==> src/rtl/flash_prog_pkg.sv <==
package flash_prog_pkg;
  typedef enum logic [2:0] {
    ST_IDLE, ST_CHECK, ST_PROG, ST_ERASE, ST_DONE, ST_REJECT
  } fstate_t;

  typedef enum logic {
    OP_WRITE, OP_ERASE
  } op_t;
endpackage

==> src/rtl/flash_page_guard.sv <==
module flash_page_guard #(
  parameter int PAGE_W = 6
) (
  input  logic [PAGE_W-1:0] page,
  input  logic [2:0]        size_code,
  input  logic              boot_open,
  output logic              locked
);
  localparam int NPAGES = 1 << PAGE_W;

  logic [PAGE_W:0] first_locked;

  always_comb begin
    // lowest protected page: size code halves the protected span per step
    first_locked = (PAGE_W+1)'(NPAGES) - ((PAGE_W+1)'(NPAGES) >> size_code);
    locked = ({1'b0, page} >= first_locked) ||
             ((page == '0) && (!boot_open || (size_code == 3'b000)));
  end
endmodule

==> src/rtl/flash_pulse_timer.sv <==
module flash_pulse_timer #(
  parameter int CNT_W = 20
) (
  input  logic             clk,
  input  logic             rst,
  input  logic             load,
  input  logic [CNT_W-1:0] load_val,
  input  logic             run,
  output logic             expire
);
  logic [CNT_W-1:0] cnt;

  always_ff @(posedge clk) begin
    if (rst) begin
      cnt <= '0;
    end else if (load) begin
      cnt <= load_val;
    end else if (run && (cnt > CNT_W'(1))) begin
      cnt <= cnt - CNT_W'(1);
    end
  end

  assign expire = (cnt <= CNT_W'(1));
endmodule

==> src/rtl/flash_prog_ctrl.sv <==
module flash_prog_ctrl
  import flash_prog_pkg::*;
#(
  parameter int DW          = 32,
  parameter int ADDR_W      = 17,
  parameter int PAGE_W      = 6,
  parameter int TIM_W       = 6,
  parameter int TIM_RESET   = 42,
  parameter int PROG_SCALE  = 16,
  parameter int ERASE_SCALE = 1000
) (
  input  logic              clk,
  input  logic              rst,
  input  logic [7:0]        lock_cfg,
  input  logic              tim_we,
  input  logic [TIM_W-1:0]  tim_wdata,
  input  logic              addr_we,
  input  logic [ADDR_W-1:0] addr_wdata,
  input  logic              data_we,
  input  logic [DW-1:0]     data_wdata,
  input  logic              erase_start,
  input  logic              abort_clr,
  output logic [TIM_W-1:0]  timing_val,
  output logic [ADDR_W-1:0] cur_addr,
  output logic              busy,
  output logic              abort_flag,
  output logic              dma_req,
  output logic [ADDR_W-3:0] flash_waddr,
  output logic [DW-1:0]     flash_wdata,
  output logic              flash_prog,
  output logic              flash_erase
);
  localparam int WB       = $clog2(DW / 8);
  localparam int PAGE_LSB = ADDR_W - PAGE_W;
  localparam int MAX_LEN  = ((1 << TIM_W) - 1) * PROG_SCALE * ERASE_SCALE;
  localparam int CNT_W    = $clog2(MAX_LEN + 1);
  localparam logic [ADDR_W-1:0] STEP = ADDR_W'(DW / 8);

  fstate_t          state;
  op_t              op;
  logic             hold_vld;
  logic [DW-1:0]    hold_data;
  logic             locked;
  logic             tmr_load;
  logic             tmr_expire;
  logic [CNT_W-1:0] pulse_len;
  logic             lock_unused;

  assign lock_unused = ^{lock_cfg[7:5], lock_cfg[0]};

  flash_page_guard #(.PAGE_W(PAGE_W)) u_guard (
    .page      (cur_addr[ADDR_W-1:PAGE_LSB]),
    .size_code (lock_cfg[3:1]),
    .boot_open (lock_cfg[4]),
    .locked    (locked)
  );

  always_comb begin
    pulse_len = CNT_W'(timing_val) * CNT_W'(PROG_SCALE);
    if (op == OP_ERASE) pulse_len = pulse_len * CNT_W'(ERASE_SCALE);
  end

  assign tmr_load = (state == ST_CHECK) && !locked;

  flash_pulse_timer #(.CNT_W(CNT_W)) u_timer (
    .clk      (clk),
    .rst      (rst),
    .load     (tmr_load),
    .load_val (pulse_len),
    .run      ((state == ST_PROG) || (state == ST_ERASE)),
    .expire   (tmr_expire)
  );

  assign flash_waddr = cur_addr[ADDR_W-1:WB];

  always_ff @(posedge clk) begin
    if (rst) begin
      state       <= ST_IDLE;
      op          <= OP_WRITE;
      hold_vld    <= 1'b0;
      hold_data   <= '0;
      timing_val  <= TIM_W'(TIM_RESET);
      cur_addr    <= '0;
      busy        <= 1'b0;
      abort_flag  <= 1'b0;
      dma_req     <= 1'b0;
      flash_wdata <= '0;
      flash_prog  <= 1'b0;
      flash_erase <= 1'b0;
    end else begin
      dma_req <= 1'b0;

      if (tim_we && !busy) timing_val <= tim_wdata;
      if (addr_we && !busy) cur_addr <= addr_wdata;

      if (state == ST_REJECT) abort_flag <= 1'b1;
      else if (abort_clr)     abort_flag <= 1'b0;

      // holding slot fills only while an operation is underway
      if (data_we && !hold_vld &&
          ((state == ST_CHECK) || (state == ST_PROG) || (state == ST_ERASE))) begin
        hold_vld  <= 1'b1;
        hold_data <= data_wdata;
      end

      unique case (state)
        ST_IDLE: begin
          if (data_we) begin
            op          <= OP_WRITE;
            flash_wdata <= data_wdata;
            busy        <= 1'b1;
            state       <= ST_CHECK;
          end else if (erase_start) begin
            op    <= OP_ERASE;
            busy  <= 1'b1;
            state <= ST_CHECK;
          end
        end
        ST_CHECK: begin
          if (locked)               state <= ST_REJECT;
          else if (op == OP_ERASE) begin
            flash_erase <= 1'b1;
            state       <= ST_ERASE;
          end else begin
            flash_prog <= 1'b1;
            state      <= ST_PROG;
          end
        end
        ST_PROG: begin
          if (tmr_expire) begin
            flash_prog <= 1'b0;
            state      <= ST_DONE;
          end
        end
        ST_ERASE: begin
          if (tmr_expire) begin
            flash_erase <= 1'b0;
            state       <= ST_DONE;
          end
        end
        ST_DONE: begin
          if (op == OP_WRITE) cur_addr <= cur_addr + STEP;
          if (hold_vld) begin
            op          <= OP_WRITE;
            flash_wdata <= hold_data;
            hold_vld    <= 1'b0;
            state       <= ST_CHECK;
          end else if (data_we) begin
            op          <= OP_WRITE;
            flash_wdata <= data_wdata;
            state       <= ST_CHECK;
          end else begin
            dma_req <= (op == OP_WRITE);
            busy    <= 1'b0;
            state   <= ST_IDLE;
          end
        end
        ST_REJECT: begin
          hold_vld <= 1'b0;
          busy     <= 1'b0;
          state    <= ST_IDLE;
        end
        default: state <= ST_IDLE;
      endcase
    end
  end
endmodule

==> config.mk <==
export PLATFORM = sky130hd
export DESIGN_NAME = flash_prog_ctrl
export DESIGN_NICKNAME = d
export VERILOG_FILES = /design/src/rtl/flash_prog_pkg.sv /design/src/rtl/flash_page_guard.sv /design/src/rtl/flash_pulse_timer.sv /design/src/rtl/flash_prog_ctrl.sv
export SDC_FILE = /design/constraint.sdc
export NUM_CORES = 1
export LEC_CHECK = 0
export ABC_CLOCK_PERIOD_IN_PS = 9800
export BUFFER_PORTS_ARGS = -buffer_cell sky130_fd_sc_hd__clkbuf_2
export CAP_MARGIN = 20
export CELL_PAD_IN_SITES_DETAIL_PLACEMENT = 1
export CELL_PAD_IN_SITES_GLOBAL_PLACEMENT = 1
export CORE_MARGIN = 10
export CORE_UTILIZATION = 43
export DETAILED_ROUTE_END_ITERATION = 7
export PLACE_DENSITY_LB_ADDON = 0.1
export SYNTH_ARGS = -nofsm -noshare
export SYNTH_HDL_FRONTEND = slang
export SYNTH_SLANG_ARGS = --single-unit
==> constraint.sdc <==
create_clock -name clk -period 9.8 [get_ports clk]
set_input_delay 0.98 -clock clk [delete_from_list [all_inputs] [get_ports clk]]
set_output_delay 0.98 -clock clk [all_outputs]
set_load 0.02 [all_outputs]
==> results of run 1 <==
## cells by family after synthesis
logic type	Yosys count	share of synthesized area, %
AND/OR/NAND/NOR	276	19.05
flip-flops	117	35.95
adder cells (fa/ha/maj)	46	10.33
multiplexers	39	6.030
AO/OA/AOI/OAI	191	19.57
buffers and inverters	108	7.451
XOR/XNOR	12	1.613
## registers in the layout (all words and copies together) (netlist names)
register / count
abort_flag: 1
hold_vld: 1
flash_erase: 1
flash_wdata: 32
u_timer.cnt: 20
timing_val: 6
state: 3
hold_data: 32
dma_req: 1
op: 1
flash_prog: 1
cur_addr: 17
busy: 1
## layout make-up
class | count | area (sq um)
clock buffer | 18 | 439.2
clock inverter | 13 | 171.4
fill | 1817 | 6910
inverter | 45 | 168.9
multi-input combinational | 564 | 3699
sequential | 117 | 2342
tap | 184 | 230.2
timing repair buffer | 145 | 738.2
## synth_stat cells (5+ instances only)
library cell    n
clkbuf_1       39
nor4_1         11
nand2_1       100
or3_1           9
nor2_1         86
buf_4          15
ha_1           33
nor2b_1         6
fa_1           13
o21ai_0        23
buf_1           5
a221oi_1        5
a211oi_1       42
dfxtp_1       117
a311oi_1        6
a31oi_1         5
mux2i_1        37
a21oi_1        65
inv_1          45
nand3_1        16
and3_1          9
nor3_1         20
xor2_1          8
## layer usage
layer,GRT usage (%),part of all wire [%],routed length [um],vias to the layer above
met5,0,0,0,-
met2,33.95,50,10090,132
met4,4.832,0.90,181,0
met3,6.501,5.9,1198,17
met1,22.38,43,8666,3035
li1,-,-,-,2973
## worst max-delay path by stage
stage | start | slack, ps | cells after the start | to
after global routing | timing_val[2] | 5220 | 14 | u_timer.cnt[19]
after CTS | timing_val[2] | 5400 | 14 | u_timer.cnt[19]
after global placement | timing_val[2] | 5510 | 14 | u_timer.cnt[19]
final | timing_val[2] | 5440 | 14 | u_timer.cnt[19]
after detailed placement | lock_cfg[3] | 5390 | 14 | u_timer.cnt[12]
after floorplan | timing_val[2] | 5670 | 14 | u_timer.cnt[19]
## power groups by stage
| stage | logic [mW] | clock network (mW) | registers, mW |
|---|---|---|---|
| after floorplan | 0.944 | 0 | 0.725 |
| after global placement | 1.21 | 0 | 0.705 |
| after detailed placement | 1.27 | 0 | 0.715 |
| after CTS | 1.29 | 0.658 | 0.707 |
| after global routing | 1.42 | 0.685 | 0.727 |
| final | 1.28 | 0.650 | 0.708 |
## worst reg2reg max path, stage by stage, from the launching register on
cell and delay [ps]:
dfxtp_1 450, inv_1 190, fa_1 520, inv_1 80, fa_1 480, inv_1 60
fa_1 510, inv_1 50, ha_1 340, nor2b_1 170, o2111a_1 260, or4bb_1 520
a21oi_1 220, nor3_1 80, o32a_1 360
## placed cells by master, fill, tap and decap left out, types with 23 or more instances in the layout
| cell type | count |
|---|---|
| clkbuf_2 | 139 |
| dfxtp_1 | 117 |
| nand2_1 | 100 |
| nor2_1 | 86 |
| a21oi_1 | 65 |
| inv_1 | 45 |
| a211oi_1 | 42 |
| mux2i_1 | 37 |
| ha_1 | 33 |
| o21ai_0 | 23 |
==> run_results.csv, run 1 <==
group,metric,value,unit
worst_setup_path,critical_path.top_delay_family,"adder cells",
worst_setup_path,crit_arrival,4660,ps
place,detailedPlacementHpwl,14290,um
power,pwr-share-seq,26.9,%
route,route.antenna.remaining_nets,0,
logic_synthesis,synth.avg_cell_area,8.257,sq um
clocking,clock_latency,420,ps
power,net-switching-power,1.136,mW
logic_synthesis,flip_flop_and_latch_count_after_synthesis,117,
worst_setup_path,crit-reg2reg-capture,"u_timer.cnt[19]",
clocking,clk_path_buf_depth,2,
cells_and_area,layout_stage_area_growth_over_the_synthesis_result,19.55,%
worst_setup_path,regToRegStartpoint,"timing_val[2]",
global_route,antenna_found_initial,0,
cells_and_area,post-route-cell-area,7789,sq um
timing,grt_setup_unrepaired,"no",
cells_and_area,num_antenna_cells,0,
timing,worst_setup_skew_after_layout,4.616,ps
route,drc,0,
status,outcome,"finished, final reports clean",
route,drtIter0Drc,257,
logic_synthesis,synthesis.area,6515,sq um
place,post-place-cells,1055,
power,power_frac_clock,24.7,%
worst_setup_path,worst_path_max_delay_cell,"fa_1",
timing,fmaxAchievable,229.3,MHz
logic_synthesis,synthFlopType,"dfxtp_1",
global_route,largest_net_degree_at_the_start_of_global_routing,68,
place,worst_slack_at_placement,5394,ps
timing,setup_slack,5438,ps
timing,final-setup-viol-count,0,
floorplanning,floorplan.core_area,14700,sq um
logic_synthesis,synth_enable_flop_cells,0,
place,placed_cell_area,7178,sq um
logic_synthesis,area_share_of_the_leading_cell_type_in_the_synthesized_netlist,35.95,%
place,port_buffers,140,
worst_setup_path,timing.critical_path.cells,"inv_1 > fa_1 > inv_1 > fa_1 > inv_1 > fa_1 > inv_1 > ha_1 > nor2b_1 > o2111a_1 > or4bb_1 > a21oi_1 > nor3_1 > o32a_1",
clocking,cts_tree,"yes",
floorplanning,boundaryPins,145,
floorplanning,dieWidth,143.1,um
global_route,grt_pass1_wl,32640,um
logic_synthesis,synth_seq_area_share,35.95,%
cells_and_area,fin_util,52.99,%
worst_setup_path,buf_inv_stages_crit_path,4,
job,maxCapViolCount,0,
power,switching_power_share_of_the_total,43.07,%
cells_and_area,instances_no_fill,1086,
cells_and_area,design.final.nets,1006,
power,power.total,2.637,mW
power,comb_power_share,48.5,%
worst_hold_path,min_delay_worst_endpoint,"hold_data[21]",
route,post_drt_via_cell_ratio,5.669,
worst_hold_path,hold_path_startpoint,"hold_data[21]",
clocking,cts_repair_resize_count,0,
logic_synthesis,synthDominantAreaCellType,"dfxtp_1",
logic_synthesis,yosys.cell_types.count,62,
clocking,cts_made_buffers,17,
floorplanning,design.die.area,20470,sq um
worst_setup_path,critPathMostFrequentCell,"inv_1",
global_route,grt_pass1_vias,6594,
timing,remaining_max_slew_budget_at_the_tightest_pin,28.33,%
clocking,count_of_hold_fix_buffers_inserted_at_cts,0,
timing,period_share,44.51,%
timing,final_hold_slack,457.9,ps
power,total_leakage_power,3.470,nW
worst_setup_path,ff2ff_path_depth,14,
clocking,postCtsSetupRepairBufs,0,
timing,min_period,4362,ps
place,gp_congestion,0.7649,
clocking,clockRootBuffer,"clkbuf_16",
route,drt-pass1-iter-count,5,
clocking,cts_max_level,4,
floorplanning,fp_rows,44,
floorplanning,floorplan.initialDensity,44.32,%
worst_setup_path,crit_required,10100,ps
cells_and_area,layout-drive-gt1-share,20.51,%
timing,tightest_slew,1071,ps
route,routed_via_count,6157,
logic_synthesis,synth_cells,789,
worst_setup_path,ff2ff_setup_slack,5440,ps
floorplanning,dieHeight,143.1,um
route,routed_wire_length_per_instance,18.55,um
worst_hold_path,hold_path_class,"reg2reg",
logic_synthesis,number_of_warning_messages_in_the_yosys_log,0,
route,routed_wl,20140,um
timing,timing.final.max_slew_violations,0,
timing,setup_total_negative_slack,0,ps
logic_synthesis,mappedNetlistNets,905,
power,cell_internal_pwr,1.501,mW
worst_setup_path,critical_path.startpoint_type,"register",
global_route,grt_overflow_total,0,
worst_setup_path,critical_path.max_fanout,5,
global_route,global_route.usage.total,19.46,%
worst_setup_path,worst_path_largest_cell_delay,520,ps
worst_setup_path,crit_path_end_kind,"register",
worst_hold_path,holdPathStages,2,
power,power_density,338.5,nW/um^2
timing,final-hold-violation-count,0,
clocking,clkSlewWorstSetupHoldPaths,60,ps
worst_setup_path,worst-setup-path-type,"reg2reg",
logic_synthesis,synthArstFlopShare,0,%
clocking,cts_sinks,117,
logic_synthesis,netlist_top_cells_area,"dfxtp_1 36%, ha_1 6.3%, nand2_1 5.8%",
power,ir_drop,0.0001445,V
(Power assumes the default switching activity.)
==> run 2: changes to the inputs <==
--- a/config.mk
+++ b/config.mk
@@ -5,13 +5,13 @@
 export SDC_FILE = /design/constraint.sdc
 export NUM_CORES = 1
 export LEC_CHECK = 0
-export ABC_CLOCK_PERIOD_IN_PS = 9800
+export ABC_CLOCK_PERIOD_IN_PS = 3840
 export BUFFER_PORTS_ARGS = -buffer_cell sky130_fd_sc_hd__clkbuf_2
 export CAP_MARGIN = 20
 export CELL_PAD_IN_SITES_DETAIL_PLACEMENT = 1
 export CELL_PAD_IN_SITES_GLOBAL_PLACEMENT = 1
 export CORE_MARGIN = 10
-export CORE_UTILIZATION = 43
+export CORE_UTILIZATION = 36
 export DETAILED_ROUTE_END_ITERATION = 7
 export PLACE_DENSITY_LB_ADDON = 0.1
 export SYNTH_ARGS = -nofsm -noshare
==> constraint.sdc (replaced) <==
create_clock -name clk -period 3.84 [get_ports clk]
set_input_delay 0.384 -clock clk [delete_from_list [all_inputs] [get_ports clk]]
set_output_delay 0.384 -clock clk [all_outputs]
set_load 0.02 [all_outputs]
==> run 2 against run 1 <==
Global-route usage down 2.8 points. Clock power rose to 2.7 times the previous value. Worst setup slack worse by 5500 ps. Critical path type unchanged. Cell count up 6.2%. Sequential power rose to 2.5 times the previous value. The run now ends with negative setup slack left. Final area up 4.2%.
==> run_results.csv, run 2 (same netlist as run 1, synthesis figures left out) <==
group,metric,value,unit
status,failed_checks,"negative setup slack",
clocking,cts_sinks,117,
status,outcome,"finished, violations left",
worst_setup_path,crit_arrival,4170,ps
route,drt-pass1-iter-count,5,
power,ir_drop,0.0003804,V
floorplanning,boundaryPins,145,
timing,final-setup-viol-count,1,
worst_hold_path,hold_path_class,"in2reg",
floorplanning,floorplan.core_area,17900,sq um
worst_setup_path,buf_inv_stages_crit_path,4,
clocking,cts_tree,"yes",
timing,final-hold-violation-count,0,
timing,tightest_slew,1050,ps
clocking,clockRootBuffer,"clkbuf_16",
clocking,cts_max_level,4,
clocking,cts_made_buffers,17,
worst_setup_path,crit_path_end_kind,"register",
timing,setup_total_negative_slack,-30.48,ps
power,total_leakage_power,3.597,nW
cells_and_area,layout-drive-gt1-share,24.24,%
cells_and_area,registers_with_the_most_flip_flops,"flash_wdata (32), hold_data (32), u_timer.cnt (20)",
cells_and_area,final_common_cell,"clkbuf_2",
global_route,antenna_found_initial,0,
timing,grt_setup_unrepaired,"yes",
route,post_drt_via_cell_ratio,5.349,
global_route,grt_pass1_vias,6540,
power,power_density,862.7,nW/um^2
worst_setup_path,critical_path.top_delay_family,"adder cells",
route,routed_wl,20290,um
route,drc,0,
route,drtIter0Drc,242,
place,gp_congestion,0.8168,
worst_setup_path,worst_path_largest_cell_delay,570,ps
cells_and_area,fill_cells,2205,
clocking,clk_path_buf_depth,2,
timing,period_share,100.8,%
place,port_buffers,140,
floorplanning,dieWidth,154.5,um
place,post-place-cells,1119,
worst_setup_path,timing.critical_path.cells,"inv_4 > fa_1 > inv_2 > fa_1 > inv_1 > fa_1 > inv_2 > ha_4 > nor2b_1 > o2111a_1 > or4bb_1 > a21oi_2 > nor3_1 > o32a_1",
route,route.antenna.remaining_nets,0,
cells_and_area,multiInputGateArea,3736,sq um
power,power.total,6.999,mW
timing,timing.final.max_slew_violations,0,
global_route,grt_overflow_total,0,
global_route,global_route.usage.total,16.67,%
cells_and_area,layout_stage_area_growth_over_the_synthesis_result,24.52,%
global_route,grt_pass1_wl,33160,um
route,routed_wire_length_per_instance,17.60,um
route,routed_via_count,6167,
cells_and_area,fin_util,45.32,%
timing,fmaxAchievable,258.4,MHz
cells_and_area,register_area,2357,sq um
worst_setup_path,worst_path_max_delay_cell,"fa_1",
clocking,clkSlewWorstSetupHoldPaths,50,ps
place,worst_slack_at_placement,-15.16,ps
floorplanning,fp_rows,49,
job,maxCapViolCount,0,
worst_setup_path,critical_path.max_fanout,3,
clocking,clock_latency,420,ps
global_route,largest_net_degree_at_the_start_of_global_routing,69,
floorplanning,floorplan.initialDensity,36.39,%
worst_setup_path,critical_path.startpoint_type,"register",
floorplanning,dieHeight,154.5,um
cells_and_area,num_antenna_cells,0,
cells_and_area,instances_no_fill,1153,
timing,setup_slack,-30.48,ps
worst_setup_path,critPathMostFrequentCell,"fa_1",
cells_and_area,most-common-layout-cells,"139 x clkbuf_2, 111 x dfxtp_1, 100 x nand2_1",
worst_setup_path,worst-setup-path-type,"reg2reg",
worst_setup_path,crit_required,4140,ps
place,detailedPlacementHpwl,15180,um
timing,worst_setup_skew_after_layout,12.82,ps
cells_and_area,design.final.nets,1027,
timing,remaining_max_slew_budget_at_the_tightest_pin,30.02,%
floorplanning,design.die.area,23880,sq um
timing,min_period,3870,ps
-- run 2: power breakdown --
| group | switching [mW] | internal [mW] |
|---|---|---|
| Combinational | 2.05 | 1.44 |
| Sequential | 0.267 | 1.51 |
| Clock | 0.592 | 1.14 |
| Total | 2.91 | 4.09 |
-- run 2: through the flow --
| step | hold WS (ps) | instance area, sq um |
|---|---|---|
| 2_1_floorplan | 436.7 | 6549 |
| 3_3_place_gp | 441.5 | 7406 |
| 3_5_place_dp | 451.0 | 7433 |
| 4_1_cts | 178.0 | 8077 |
| 5_1_grt | 202.5 | 8113 |
| 6_report | 192.6 | 8113 |
-- run 2: worst paths after layout --
kind / startpoint / cells past startpoint / endpoint / slack, ps
max: timing_val[2] / 14 / u_timer.cnt[19] / -30
min: tim_wdata[5] / 3 / timing_val[5] / 190
max reg2reg: timing_val[2] / 14 / u_timer.cnt[19] / -30
min reg2reg: hold_data[7] / 2 / hold_data[7] / 460
-- run 2: timing repair --
| item | CTS | global route |
|---|---|---|
| pin swaps | 3 | 6 |
| setup endpoints to repair | 1 | 4 |
| buffers inserted | 0 | 2 |
| hold buffers | 0 | 0 |
| gates resized for setup | 0 | 7 |
| cloned | 0 | 0 |
-- run 2: layout make-up --
class / count / area share, %
Clock buffer: 21 / 5.799
Inverter: 45 / 2.113
Clock inverter: 11 / 2.128
Tap cell: 229 / 3.532
Timing Repair Buffer: 166 / 11.32
Sequential cell: 117 / 29.06
Multi-Input combinational cell: 564 / 46.05
-- run 2: layer usage --
layer	vias to the layer above	routed length, um	track usage (%)
met3	25	1096	4.603
met4	0	245	4.993
met2	133	9737	27.87
li1	3020	-	-
met1	2989	9210	20.37
met5	-	0	0
-- run 2: worst register-to-register path, stage by stage, from the launching register on --
cell and delay (ps):
dfxtp_4 350, inv_4 30, fa_1 570, inv_2 60, fa_1 480, inv_1 50
fa_1 490, inv_2 50, ha_4 230, nor2b_1 140, o2111a_1 270, or4bb_1 540
a21oi_2 160, nor3_1 60, o32a_1 280
==> run 3: changes to the inputs <==
--- a/config.mk
+++ b/config.mk
@@ -11,7 +11,7 @@
 export CELL_PAD_IN_SITES_DETAIL_PLACEMENT = 1
 export CELL_PAD_IN_SITES_GLOBAL_PLACEMENT = 1
 export CORE_MARGIN = 10
-export CORE_UTILIZATION = 36
+export CORE_UTILIZATION = 27
 export DETAILED_ROUTE_END_ITERATION = 7
 export PLACE_DENSITY_LB_ADDON = 0.1
 export SYNTH_ARGS = -nofsm -noshare
==> run 3 against run 2 <==
Critical path type unchanged. The flow still finishes with violations (negative setup slack). Fmax shrank 0.11%. Clock power shrank 8%. Worst setup slack lost 4.3 ps. Combinational power grew 1%. Clock-buffer cell count shrank 3. Flip-flop and latch count is the same. Register-to-register slack is essentially flat. Sequential share of layout area shrank 0.16 points. Worst hold slack lost 5.1 ps. First-iteration DRC count grew 14%.
==> run_results.csv, run 3 (same netlist as run 1, synthesis figures left out) <==
group,metric,value,unit
status,outcome,"finished, violations left",
status,failed_checks,"negative setup slack",
timing,period_share,100.9,%
worst_setup_path,crit_required,4140,ps
global_route,global_route.usage.total,13.59,%
clocking,clkSlewWorstSetupHoldPaths,60,ps
global_route,grt_pass1_wl,34030,um
floorplanning,design.die.area,30740,sq um
worst_hold_path,holdPathStages,3,
power,switching_power_share_of_the_total,43.29,%
timing,fmaxAchievable,258.1,MHz
timing,final-setup-viol-count,1,
timing,grt_setup_unrepaired,"yes",
cells_and_area,registers_with_the_most_flip_flops,"flash_wdata (32), hold_data (32), u_timer.cnt (20)",
clocking,clockRootBuffer,"clkbuf_16",
worst_setup_path,regToRegStartpoint,"timing_val[2]",
clocking,clock_latency,420,ps
worst_hold_path,hold_path_class,"in2reg",
floorplanning,dieHeight,175.3,um
cells_and_area,layout_stage_area_growth_over_the_synthesis_result,25.20,%
power,net-switching-power,2.980,mW
place,gp_congestion,0.7473,
worst_setup_path,ff2ff_setup_slack,-30,ps
clocking,cts_made_buffers,17,
worst_setup_path,worst-setup-path-type,"reg2reg",
route,post_drt_via_cell_ratio,4.774,
power,power_frac_clock,23.1,%
clocking,clk_path_buf_depth,2,
floorplanning,floorplan.core_area,23610,sq um
job,maxCapViolCount,0,
floorplanning,fp_rows,56,
timing,timing.final.max_slew_violations,0,
timing,final-hold-violation-count,0,
worst_hold_path,hold_path_startpoint,"addr_wdata[0]",
floorplanning,floorplan.initialDensity,27.59,%
route,drtIter0Drc,277,
worst_setup_path,crit_arrival,4180,ps
worst_setup_path,ff2ff_path_depth,14,
worst_setup_path,critical_path.startpoint_type,"register",
cells_and_area,register_area,2357,sq um
global_route,antenna_found_initial,0,
cells_and_area,most-common-layout-cells,"139 x clkbuf_2, 111 x dfxtp_1, 100 x nand2_1",
route,routed_via_count,5949,
worst_setup_path,crit_path_end_kind,"register",
power,power_density,844.0,nW/um^2
timing,min_period,3875,ps
route,drc,0,
route,routed_wl,20870,um
timing,remaining_max_slew_budget_at_the_tightest_pin,30.32,%
timing,tightest_slew,1045,ps
clocking,cts_max_level,4,
power,ir_drop,0.0003139,V
global_route,grt_pass1_vias,6178,
cells_and_area,layout-drive-gt1-share,24.16,%
cells_and_area,fill_cells,2876,
clocking,cts_tree,"yes",
timing,setup_slack,-34.78,ps
global_route,largest_net_degree_at_the_start_of_global_routing,91,
worst_setup_path,critical_path.max_fanout,3,
timing,worst_setup_skew_after_layout,15.08,ps
worst_setup_path,crit_path_start,"timing_val[2]",
route,route.antenna.remaining_nets,0,
cells_and_area,final_common_cell,"clkbuf_2",
global_route,grt_overflow_total,0,
route,routed_wire_length_per_instance,16.75,um
place,port_buffers,140,
place,detailedPlacementHpwl,15120,um
clocking,postCtsSetupRepairBufs,0,
power,cell_internal_pwr,3.904,mW
place,worst_slack_at_placement,-92.27,ps
cells_and_area,design.final.nets,1030,
power,total_leakage_power,3.576,nW
cells_and_area,fin_util,34.54,%
floorplanning,boundaryPins,145,
power,pwr-share-seq,25.7,%
floorplanning,dieWidth,175.3,um
cells_and_area,num_antenna_cells,0,
cells_and_area,multiInputGateArea,3731,sq um
clocking,cts_sinks,117,
route,drt-pass1-iter-count,4,
power,power.total,6.884,mW
power,comb_power_share,51.2,%
run 3: critical path, cell delays in order, from the launching register on:
cell	delay, ps
dfxtp_4	350
inv_4	30
fa_1	570
inv_2	60
fa_1	480
inv_1	50
fa_1	490
inv_2	50
ha_4	230
nor2b_1	130
o2111a_1	250
or4bb_4	540
a21oi_4	140
nor3_1	60
o32a_1	320
run 3: what timing repair did:
item | in CTS | in global routing
resized for setup | 0 | 3
hold buffers | 0 | 0
gates cloned | 0 | 0
pin swaps | 1 | 0
setup endpoints to repair | 1 | 3
run 3: area by class of cell:
cell class / count / area share (%)
multi-input cells: 564 / 45.74
flip-flops and latches: 117 / 28.90
repair buffers: 169 / 11.29
clock buffers: 18 / 5.384
well taps: 319 / 4.893
inverters: 45 / 2.102
clock inverters: 14 / 1.687
run 3: per-layer routing:
metal  track usage [%]  wire (um)  vias up
met2             21.15       9462       93
met5                 0          0        -
met4             3.709        187        0
met3             3.624        864       15
met1             18.13      10360     2809
li1                  -          -     3032
run 3: through the flow:
step / TNS [ps] / area [sq um] / instances / hold WS (ps)
floorplan: 0 / 6549 / 789 / 436.7
global placement: -68.99 / 7564 / 1214 / 442.5
detailed placement: -92.27 / 7564 / 1214 / 448.4
CTS: -88.33 / 8140 / 1246 / 176.1
global route: -196.7 / 8157 / 1246 / 187.9
finish: -34.78 / 8157 / 1246 / 187.6
run 3: power by group through the flow:
stage | Clock [mW] | Combinational [mW] | Sequential (mW)
after floorplan | 0 | 2.45 | 1.85
after global placement | 0 | 3.49 | 1.79
after detailed placement | 0 | 3.51 | 1.80
after CTS | 1.64 | 3.54 | 1.77
after global routing | 1.68 | 3.98 | 1.82
final | 1.59 | 3.53 | 1.77
run 3: worst paths after layout:
check / endpoint
max reg2reg: u_timer.cnt[19]
max: u_timer.cnt[19]
min: cur_addr[0]
min reg2reg: hold_data[1]
